$ cat config.mk
export PLATFORM = sky130hd
export DESIGN_NAME = ccd_black_clamp
export DESIGN_NICKNAME = d
export VERILOG_FILES = /design/src/rtl/ccd_clamp_pkg.sv /design/src/rtl/clamp_col_fsm.sv /design/src/rtl/clamp_row_fsm.sv /design/src/rtl/clamp_dark_avg.sv /design/src/rtl/ccd_black_clamp.sv
export SDC_FILE = /design/constraint.sdc
export NUM_CORES = 1
export LEC_CHECK = 0
export BUFFER_PORTS_ARGS = -buffer_cell sky130_fd_sc_hd__buf_2
export CORE_ASPECT_RATIO = 2
export CORE_MARGIN = 1.5
export CORE_UTILIZATION = 62
export CTS_BUF_LIST = sky130_fd_sc_hd__clkbuf_8
export CTS_CLUSTER_DIAMETER = 150
export DETAILED_ROUTE_END_ITERATION = 10
export GPL_ROUTABILITY_DRIVEN = 0
export GPL_TIMING_DRIVEN = 1
export PLACE_DENSITY = 0.8
export SYNTH_ARGS = -nofsm -noshare
export SYNTH_HDL_FRONTEND = slang
export SYNTH_SLANG_ARGS = --single-unit
export TNS_END_PERCENT = 10
$ cat constraint.sdc
create_clock -name clk -period 6.79 [get_ports clk]
set_input_delay 1.358 -clock clk [delete_from_list [all_inputs] [get_ports clk]]
set_output_delay 1.358 -clock clk [all_outputs]
set_load 0.1 [all_outputs]
$ cat src/rtl/ccd_clamp_pkg.sv
package ccd_clamp_pkg;

    typedef enum logic [2:0] {
        SEG_IDLE,
        SEG_DUMMY,
        SEG_DARK,
        SEG_BUFFER,
        SEG_ACTIVE
    } seg_e;

    typedef enum logic [2:0] {
        ROW_IDLE,
        ROW_TOP_DUMMY,
        ROW_TOP_DARK,
        ROW_IMAGE,
        ROW_BOT_DARK,
        ROW_BOT_DUMMY
    } row_e;

    function automatic int max2(input int a, input int b);
        return (a > b) ? a : b;
    endfunction

endpackage

$ cat src/rtl/clamp_col_fsm.sv
module clamp_col_fsm
    import ccd_clamp_pkg::*;
#(
    parameter int DUMMY_COLS  = 11,
    parameter int DARK_COLS   = 22,
    parameter int DARK_EDGE   = 1,
    parameter int BUFFER_COLS = 12,
    parameter int ACTIVE_COLS = 3288
) (
    input  logic clk,
    input  logic rst_n,
    input  logic valid,
    input  logic line_start,
    output seg_e seg,
    output logic inner,
    output logic last_inner
);

    localparam int MAX_LEN = max2(max2(DUMMY_COLS, DARK_COLS), max2(BUFFER_COLS, ACTIVE_COLS));
    localparam int CNT_W   = $clog2(MAX_LEN + 1);
    localparam int IN_LO   = DARK_EDGE;
    localparam int IN_HI   = DARK_COLS - 1 - DARK_EDGE;

    seg_e             state_q, state_d, cur_state, nxt_state;
    logic [CNT_W-1:0] cnt_q, cnt_d, cur_cnt;
    logic             seg_last;

    // a line strobe places its own sample at dummy phase 0
    always_comb begin
        cur_state = line_start ? SEG_DUMMY : state_q;
        cur_cnt   = line_start ? '0 : cnt_q;
    end

    always_comb begin
        seg_last  = 1'b0;
        nxt_state = SEG_IDLE;
        unique case (cur_state)
            SEG_IDLE: begin
                seg_last  = 1'b0;
                nxt_state = SEG_IDLE;
            end
            SEG_DUMMY: begin
                seg_last  = (cur_cnt == CNT_W'(DUMMY_COLS - 1));
                nxt_state = SEG_DARK;
            end
            SEG_DARK: begin
                seg_last  = (cur_cnt == CNT_W'(DARK_COLS - 1));
                nxt_state = SEG_BUFFER;
            end
            SEG_BUFFER: begin
                seg_last  = (cur_cnt == CNT_W'(BUFFER_COLS - 1));
                nxt_state = SEG_ACTIVE;
            end
            SEG_ACTIVE: begin
                seg_last  = (cur_cnt == CNT_W'(ACTIVE_COLS - 1));
                nxt_state = SEG_IDLE;
            end
            default: begin
                seg_last  = 1'b0;
                nxt_state = SEG_IDLE;
            end
        endcase

        state_d = cur_state;
        cnt_d   = cur_cnt;
        if (valid && (cur_state != SEG_IDLE)) begin
            if (seg_last) begin
                state_d = nxt_state;
                cnt_d   = '0;
            end else begin
                cnt_d = cur_cnt + CNT_W'(1);
            end
        end
    end

    always_ff @(posedge clk) begin
        if (!rst_n) begin
            state_q <= SEG_IDLE;
            cnt_q   <= '0;
        end else begin
            state_q <= state_d;
            cnt_q   <= cnt_d;
        end
    end

    always_comb begin
        seg        = valid ? cur_state : SEG_IDLE;
        inner      = valid && (cur_state == SEG_DARK)
                     && (cur_cnt >= CNT_W'(IN_LO)) && (cur_cnt <= CNT_W'(IN_HI));
        last_inner = inner && (cur_cnt == CNT_W'(IN_HI));
    end

    AST_GAP_FREEZES: assert property (@(posedge clk) disable iff (!rst_n)
        (!valid && !line_start) |=> ($stable(state_q) && $stable(cnt_q)));
    AST_STROBE_OPENS_LINE: assert property (@(posedge clk) disable iff (!rst_n)
        (valid && line_start) |=> (state_q == SEG_DUMMY || state_q == SEG_DARK));
    AST_IDLE_STICKS: assert property (@(posedge clk) disable iff (!rst_n)
        (state_q == SEG_IDLE && !line_start) |=> (state_q == SEG_IDLE));

endmodule

$ cat src/rtl/clamp_row_fsm.sv
module clamp_row_fsm
    import ccd_clamp_pkg::*;
#(
    parameter int DUMMY_ROWS = 1,
    parameter int DARK_ROWS  = 22,
    parameter int IMAGE_ROWS = 4384
) (
    input  logic clk,
    input  logic rst_n,
    input  logic line_start,
    input  logic frame_start,
    output logic image_row
);

    localparam int MAX_ROWS = max2(max2(DUMMY_ROWS, DARK_ROWS), IMAGE_ROWS);
    localparam int RCNT_W   = $clog2(MAX_ROWS + 1);

    row_e              row_q, cur_row, adv_row, nxt_row;
    logic [RCNT_W-1:0] rcnt_q, cur_cnt, adv_cnt;
    logic              row_last;

    always_comb begin
        row_last = 1'b0;
        nxt_row  = ROW_IDLE;
        unique case (row_q)
            ROW_IDLE: begin
                row_last = 1'b0;
                nxt_row  = ROW_IDLE;
            end
            ROW_TOP_DUMMY: begin
                row_last = (rcnt_q == RCNT_W'(DUMMY_ROWS - 1));
                nxt_row  = ROW_TOP_DARK;
            end
            ROW_TOP_DARK: begin
                row_last = (rcnt_q == RCNT_W'(DARK_ROWS - 1));
                nxt_row  = ROW_IMAGE;
            end
            ROW_IMAGE: begin
                row_last = (rcnt_q == RCNT_W'(IMAGE_ROWS - 1));
                nxt_row  = ROW_BOT_DARK;
            end
            ROW_BOT_DARK: begin
                row_last = (rcnt_q == RCNT_W'(DARK_ROWS - 1));
                nxt_row  = ROW_BOT_DUMMY;
            end
            ROW_BOT_DUMMY: begin
                row_last = (rcnt_q == RCNT_W'(DUMMY_ROWS - 1));
                nxt_row  = ROW_IDLE;
            end
            default: begin
                row_last = 1'b0;
                nxt_row  = ROW_IDLE;
            end
        endcase

        if (row_q == ROW_IDLE) begin
            adv_row = ROW_IDLE;
            adv_cnt = '0;
        end else if (row_last) begin
            adv_row = nxt_row;
            adv_cnt = '0;
        end else begin
            adv_row = row_q;
            adv_cnt = rcnt_q + RCNT_W'(1);
        end
    end

    always_comb begin
        if (frame_start) begin
            cur_row = ROW_TOP_DUMMY;
            cur_cnt = '0;
        end else if (line_start) begin
            cur_row = adv_row;
            cur_cnt = adv_cnt;
        end else begin
            cur_row = row_q;
            cur_cnt = rcnt_q;
        end
    end

    always_ff @(posedge clk) begin
        if (!rst_n) begin
            row_q  <= ROW_IDLE;
            rcnt_q <= '0;
        end else begin
            row_q  <= cur_row;
            rcnt_q <= cur_cnt;
        end
    end

    always_comb image_row = (cur_row == ROW_IMAGE);

    AST_ROW_HOLDS: assert property (@(posedge clk) disable iff (!rst_n)
        !line_start |=> $stable(row_q));
    AST_FRAME_ON_LINE: assert property (@(posedge clk) disable iff (!rst_n)
        frame_start |-> line_start);
    AST_FRAME_TOP: assert property (@(posedge clk) disable iff (!rst_n)
        frame_start |=> (row_q == ROW_TOP_DUMMY));

endmodule

$ cat src/rtl/clamp_dark_avg.sv
module clamp_dark_avg #(
    parameter int DATA_W   = 14,
    parameter int NUM_DARK = 20
) (
    input  logic              clk,
    input  logic              rst_n,
    input  logic              line_start,
    input  logic              inner,
    input  logic              last_inner,
    input  logic [DATA_W-1:0] pix,
    output logic [DATA_W-1:0] black
);

    localparam int NCLOG   = $clog2(NUM_DARK);
    localparam int SUM_W   = DATA_W + NCLOG;
    localparam int SHIFT   = SUM_W + NCLOG;
    localparam int RECIP_W = SHIFT - NCLOG + 2;
    localparam int PROD_W  = SUM_W + RECIP_W;
    localparam logic [63:0] RECIP64 =
        ((64'd1 << SHIFT) + 64'(NUM_DARK) - 64'd1) / 64'(NUM_DARK);
    localparam logic [RECIP_W-1:0] RECIP = RECIP_W'(RECIP64);

    logic [SUM_W-1:0]  acc_q, sum_q;
    logic              sum_rdy_q;
    logic [DATA_W-1:0] black_q;
    logic [PROD_W-1:0] prod;

    // ceiling reciprocal with SHIFT = SUM_W + log2 gives exact floor division
    always_comb prod = PROD_W'(sum_q) * PROD_W'(RECIP);

    always_ff @(posedge clk) begin
        if (!rst_n) begin
            acc_q     <= '0;
            sum_q     <= '0;
            sum_rdy_q <= 1'b0;
            black_q   <= '0;
        end else begin
            if (line_start)
                acc_q <= '0;
            else if (inner)
                acc_q <= acc_q + SUM_W'(pix);
            sum_rdy_q <= last_inner;
            if (last_inner)
                sum_q <= acc_q + SUM_W'(pix);
            if (sum_rdy_q)
                black_q <= DATA_W'(prod >> SHIFT);
        end
    end

    assign black = black_q;

    AST_BLACK_ONLY_ON_FULL: assert property (@(posedge clk) disable iff (!rst_n)
        !sum_rdy_q |=> $stable(black_q));
    AST_FLOOR_LOW: assert property (@(posedge clk) disable iff (!rst_n)
        sum_rdy_q |=> (64'(black_q) * 64'(NUM_DARK) <= 64'($past(sum_q))));
    AST_FLOOR_HIGH: assert property (@(posedge clk) disable iff (!rst_n)
        sum_rdy_q |=> ((64'(black_q) + 64'd1) * 64'(NUM_DARK) > 64'($past(sum_q))));

endmodule

$ cat src/rtl/ccd_black_clamp.sv
module ccd_black_clamp
    import ccd_clamp_pkg::*;
#(
    parameter int DATA_W      = 14,
    parameter int DUMMY_COLS  = 11,
    parameter int DARK_COLS   = 22,
    parameter int DARK_EDGE   = 1,
    parameter int BUFFER_COLS = 12,
    parameter int ACTIVE_COLS = 3288,
    parameter int DUMMY_ROWS  = 1,
    parameter int DARK_ROWS   = 22,
    parameter int IMAGE_ROWS  = 4384
) (
    input  logic              clk,
    input  logic              rst_n,
    input  logic              sample_valid,
    input  logic              line_start,
    input  logic              frame_start,
    input  logic [DATA_W-1:0] pix_in,
    output logic [DATA_W-1:0] pix_out,
    output logic              pix_out_valid,
    output logic [DATA_W-1:0] black_level
);

    localparam int NUM_DARK = DARK_COLS - 2 * DARK_EDGE;

    seg_e              seg;
    logic              inner, last_inner, image_row, emit;
    logic [DATA_W-1:0] black, diff;

    clamp_col_fsm #(
        .DUMMY_COLS (DUMMY_COLS),
        .DARK_COLS  (DARK_COLS),
        .DARK_EDGE  (DARK_EDGE),
        .BUFFER_COLS(BUFFER_COLS),
        .ACTIVE_COLS(ACTIVE_COLS)
    ) u_col (
        .clk       (clk),
        .rst_n     (rst_n),
        .valid     (sample_valid),
        .line_start(line_start),
        .seg       (seg),
        .inner     (inner),
        .last_inner(last_inner)
    );

    clamp_row_fsm #(
        .DUMMY_ROWS(DUMMY_ROWS),
        .DARK_ROWS (DARK_ROWS),
        .IMAGE_ROWS(IMAGE_ROWS)
    ) u_row (
        .clk        (clk),
        .rst_n      (rst_n),
        .line_start (line_start),
        .frame_start(frame_start),
        .image_row  (image_row)
    );

    clamp_dark_avg #(
        .DATA_W  (DATA_W),
        .NUM_DARK(NUM_DARK)
    ) u_avg (
        .clk       (clk),
        .rst_n     (rst_n),
        .line_start(line_start),
        .inner     (inner),
        .last_inner(last_inner),
        .pix       (pix_in),
        .black     (black)
    );

    always_comb begin
        emit = (seg == SEG_ACTIVE) && image_row;
        diff = (pix_in > black) ? (pix_in - black) : '0;
    end

    always_ff @(posedge clk) begin
        if (!rst_n) begin
            pix_out_valid <= 1'b0;
            pix_out       <= '0;
        end else begin
            pix_out_valid <= emit;
            if (emit)
                pix_out <= diff;
        end
    end

    assign black_level = black;

    AST_STROBE_HAS_SAMPLE: assert property (@(posedge clk) disable iff (!rst_n)
        line_start |-> sample_valid);
    AST_OUT_ONE_CYCLE: assert property (@(posedge clk) disable iff (!rst_n)
        pix_out_valid |-> $past(sample_valid));
    AST_NO_UNDERFLOW: assert property (@(posedge clk) disable iff (!rst_n)
        pix_out_valid |-> (pix_out <= $past(pix_in)));
    AST_STALL_SILENT: assert property (@(posedge clk) disable iff (!rst_n)
        !sample_valid |=> !pix_out_valid);

endmodule

Word-level counts from Yosys, hierarchy flattened
Index checks and enable logic that the tools add are counted.
Word-level totals
  register bits after elaboration: 99
  bits of input ports: 19
  logic and storage cells: 68
Cells by class
  add/sub/neg operators: 4
  $mul: 1
  order comparisons: 3
  eq/ne operators: 18
  multiplexer cells: 18
  bitwise logic cells: 1
  reduce and logical (&&, ||, !) cells: 13
Operators with widths (count)
  multiplier 19 x 20 -> 38 bit (second input constant): 1
  two-way mux 12 bit: 3
  two-way mux 13 bit: 2
  equality test 12 x 4 -> 1 bit (second input constant): 2
  equality test 12 x 5 -> 1 bit (second input constant): 2
  two-way mux 3 bit: 8
  adder 19 x 14 -> 19 bit: 1
  equality test 3 x 2 -> 1 bit (second input constant): 5
  > comparator 14 bit: 1
  two-way mux 14 bit: 1
  subtractor 14 bit: 1
  adder 13 x 1 -> 13 bit (second input constant): 1
  equality test 13 bit (second input constant): 1
  equality test 13 x 5 -> 1 bit (second input constant): 1
  zero test 13 bit: 1
  adder 12 x 1 -> 12 bit (second input constant): 1
  equality test 12 bit (second input constant): 1
  equality test 3 bit (second input constant): 4
  >= comparator 12 x 1 -> 1 bit (second input constant): 1
  <= comparator 12 x 5 -> 1 bit (second input constant): 1
  one-hot mux 3 bit (4 select lines): 1
  one-hot mux 3 bit (3 select lines): 1
  OR reduction 2 bit: 4
  equality test 3 x 1 -> 1 bit (second input constant): 2
  6 further kinds: 11

Depth between registers and ports, before layout
  depth in word-level cells: 9
  mapped depth: 21
  depth with buffers taken out: 21

By module
A second synthesis with hierarchy kept.
Unflattened totals
  cell total of the unflattened synthesis: 1263
  area total of the unflattened synthesis: 11310.8 um2
Modules (own cells, without submodules)
  clamp_dark_avg: times used 1, cells an instance 839, area each 7876.3 um2
  ccd_black_clamp: times used 1, cells an instance 164, area each 1265.0 um2
  clamp_col_fsm: times used 1, cells an instance 135, area each 1088.5 um2
  clamp_row_fsm: times used 1, cells an instance 125, area each 1081.0 um2

Worst setup path before layout
OpenSTA, ideal clock, no wires.
  path type: register -> register
  start point: register u_avg.sum_q[11]
  end point: register u_avg.black_q[11] (netlist: u_avg.black[11])
  arrival time: 5.762 ns
  slack: 0.932 ns
  cell stages (with the launch flop): 22
  path buffers: 0
  period minus slack after synthesis: 5.858 ns
  cell sequence: dfxtp_1 inv_1 ha_1 fa_1 inv_1 fa_1 inv_1 fa_1 inv_1 fa_1 inv_1 fa_1 inv_1 ha_1 a21oi_1 nand2_1 a21o_1 or4_4 a31o_2 a41oi_2 mux2_2 o311ai_1
Between the ends
  longest elaborated chain between the ends: 1
Ends and longest elaborated chain
  start: declaration: line clamp_dark_avg.sv:23  | logic [SUM_W-1:0] acc_q, sum_q;
  start signal: assignment: line clamp_dark_avg.sv:44  | sum_q <= acc_q + SUM_W'(pix);
  multiplier 19 x 20 -> 38 bit: line clamp_dark_avg.sv:29  | always_comb prod = PROD_W'(sum_q) * PROD_W'(RECIP);
  end signal: assignment: line clamp_dark_avg.sv:46  | black_q <= DATA_W'(prod >> SHIFT);
  end: declaration: line clamp_dark_avg.sv:25  | logic [DATA_W-1:0] black_q;
No other way between the ends.
A chain may end at the register's enable or synchronous reset.

Worst setup path in the final report
  start point: register u_avg.sum_q[10]
  end point: register u_avg.black_q[11] (netlist: u_avg.black[11])
The elaborated chain is that of the path after synthesis.

==> results by group <==
Critical path
  – Cell repeated most along the worst path: inv_1
  – CP Launch Type: flip-flop
  – Worst setup EP type: flip-flop
  – Worst path arrival time: 6.57 ns
  – WP data required: 7.10 ns
  – CP max FO: 7
  – Crit. Startpoint: u_avg.sum_q[10]
  – Max stage delay cell, worst path: dfxtp_1
  – Reg2reg start: u_avg.sum_q[10]
  – Largest stage delay on the critical path: 0.59 ns
  – FF-to-FF path depth: 21
  – Critical path class: reg2reg
  – Worst-path cell chain: ha_1 > inv_1 > fa_1 > inv_1 > fa_1 > inv_1 > fa_1 > inv_1 > fa_1 > inv_1 > fa_1 > inv_1 > ha_1 > a21oi_1 > nand2_1 > a21o_1 > or4_4 > a31o_2 > a41oi_2 > mux2_2 > o311ai_1

Clocking
  – Reg clk slew, reported paths: between 0.1 and 0.15 ns
  – Post-CTS Setup Inserts: 0
  – Sink Count: 99
  – H-tree Lvls: 3
  – CTS root buf: clkbuf_8
  – Hold_buf cts: 0
  – Worst-skew pair later-pin latency: 0.41 ns
  – Inserted Clock Buffers: 9
  – Post-CTS resize count: 0
  – TritonCTS clock tree: done
  – Clock Path Buffers: 2

Drt
  – Vias: between 8000 and 9000
  – Vias per inst: between 5 and 6
  – Post-DR wirelength/cell: 17.9 um
  – Post-Route WL: between 20 and 30 mm
  – 1st-iter DRT viols: between 200 and 300
  – 1st-pass router iterations: 5
  – Antenna Nets Post-Route: 0
  – Post-route DRC violation count: 0

Final layout
  – Final net count: 1574
  – Synth-to-Final Area Change: 5.72%
  – Ant. Diodes: 0
  – Share of cells above drive strength 1: 6.89%
  – Final Core Density: 66.7%
  – Fillers: 1429

Synthesis
  – Ys async rst share: 0%
  – Top FF cell, synth: dfxtp_1
  – Mapped Cells: 1255
  – Syn Nets: 1543
  – Ys Warns: 0
  – Sequential area share after synthesis: between 10% and 20%
  – Top-count cell post-synth: inv_1
  – Post-synthesis register bit count: 99
  – Post-synth EDFFs: 0
  – Avg Inst Size Synth: 8.64 um2
  – Cell taking the most area after synthesis: ha_1
  – Post-synth cell types: 66
  – Synth Cell Area: 10800 um2
  – Largest cells by area after synthesis: ha_1 (19%), fa_1 (19%), dfxtp_1 (18%)
  – Top-area cell type share of the netlist area: 19.4%
  – Commonest cells post-synth: inv_1 (253), ha_1 (168), fa_1 (101)

GRT
  – Vias in the first global route: between 8000 and 9000
  – GRT overflow: 0
  – Largest net degree at the start of global routing: 40
  – All-Layer GR Usage: 31.2%
  – Initial antenna violation count: 0
  – First-pass GRT wire length: 43.0 mm

Die
  – I/O pins: 48
  – Die height: 190 um
  – Die area: roughly 18000 um2
  – Starting Density: 63.1%
  – Num rows: 68
  – Core footprint: 17200 um2
  – Die Wd: 96.5 um

Pwr
  – Pleak: 0.00595 uW
  – Total power: about 1100 uW
  – Pwr dens: 94.1 nW/um2
  – VDD IR max: ~0.16 mV

Job
  – Max cap viols: 0

Timing
  – RSZ-0062 raised after global routing: false
  – Setup TNS: 0 ns
  – Hold Fails Final Rpt: 0
  – Slew at the pin closest to its max-slew limit: 0.865 ns
  – Hold WS: roughly 0.47 ns
  – Clock Skews: 0.0242 ns
  – Final Critical Period: 6.25 ns
  – Final Max Slew Viols: 0
  – Fmax: 160 MHz
  – Final period util: between 90% and 100%
  – Setup violators final: 0
  – Slew HR: 42.2%

Hold path
  – Min-Delay Startpoint: pix_out[10]
  – Worst Hold Class: reg2reg
  – Hold path cells: 2

Place
  – Port bufs: between 40 and 50
  – Post-DP HPWL: between 20 and 25 mm

Run status
  – Outcome: complete, no violations
through the flow:
step	setup slack [ns]	instance area (um2)	instances
2_1_floorplan	0.932	10800	1255
3_3_place_gp	0.708	11300	1485
3_5_place_dp	0.558	11300	1485
4_1_cts	0.536	11500	1501
5_1_grt	0.256	11500	1501
6_report	0.538	11500	1501
placed cells by master (no fill, tap or decap), drive strengths merged, types with 9 or more instances in the layout:
cell type,synthesis,final
clkbuf,25,9
nand4,15,15
mux2i,19,19
dfxtp,99,99
nand3,28,28
a21o,21,21
buf,7,52
xor2,23,23
nor3b,9,9
or3,11,11
xnor2,36,36
a22o,12,12
and3,23,23
fa,101,101
o21ai,48,48
nor2,89,89
nor3,15,15
nand2b,15,15
a21oi,67,67
ha,168,168
inv,253,257
a211oi,11,11
nand2,63,63
registers in the layout (all words and copies together) (netlist names):
name	flops
u_avg.acc_q	19
u_avg.sum_q	19
pix_out	14
u_avg.black	14
u_row.rcnt_q	13
u_col.cnt_q	12
u_col.state_q	3
u_row.row_q	3
pix_out_valid	1
u_avg.sum_rdy_q	1
layer usage:
| layer | vias to the layer above | wire [um] | global-route usage, % | part of all wire (%) |
|---|---|---|---|---|
| li1 | 4216 | - | - | - |
| met1 | 4189 | 9140 | 30.5 | 34 |
| met2 | 204 | 14700 | 57.4 | 55 |
| met3 | 108 | 702 | 3.28 | 2.6 |
| met4 | 0 | 2360 | 23.5 | 8.8 |
| met5 | - | 0 | 0 | 0 |
kinds of logic (layout without fill, tap and decap cells):
kind of cell | Yosys count | after routing | synth area share (%)
AO/OA/AOI/OAI | 217 | 217 | 12.9
XOR/XNOR | 59 | 59 | 4.77
adder cells (fa/ha/maj) | 269 | 269 | 38.0
buffers and inverters | 286 | 322 | 10.0
flip-flops | 99 | 99 | 18.3
multiplexers | 21 | 21 | 1.96
AND/OR/NAND/NOR | 304 | 304 | 14.0
final cells by class:
| type | count | area (um2) | area share (%) |
|---|---|---|---|
| timing repair buffer | 52 | 273 | 2.38 |
| clock buffer | 9 | 124 | 1.08 |
| multi-input combinational | 870 | 7790 | 68.0 |
| sequential | 99 | 1980 | 17.3 |
| clock inverter | 7 | 76.3 | 0.666 |
| tap | 210 | 263 | 2.29 |
| inverter | 254 | 953 | 8.32 |
final timing paths:
path / end / slack (ns)
min: pix_out[10] / 0.47
max reg2reg: u_avg.black[11] / 0.54
max: u_avg.black[11] / 0.54
min reg2reg: pix_out[10] / 0.47
power by group:
| part | internal, uW | total [uW] | switching [uW] |
|---|---|---|---|
| Clock | 145 | 392 | 247 |
| Combinational | 35.7 | 100 | 64.2 |
| Sequential | 582 | 587 | 4.27 |
worst max-delay path: cells and delay by family, from the launching register on:
kind / cells / cell delay (ns)
fa+ha+maj: 7 / 3.16
compound gates: 5 / 1.03
mux: 1 / 0.36
buf+inv: 6 / 0.34
flops: 1 / 0.59
simple gates: 2 / 0.66
Power figures use the tool's default switching activity.
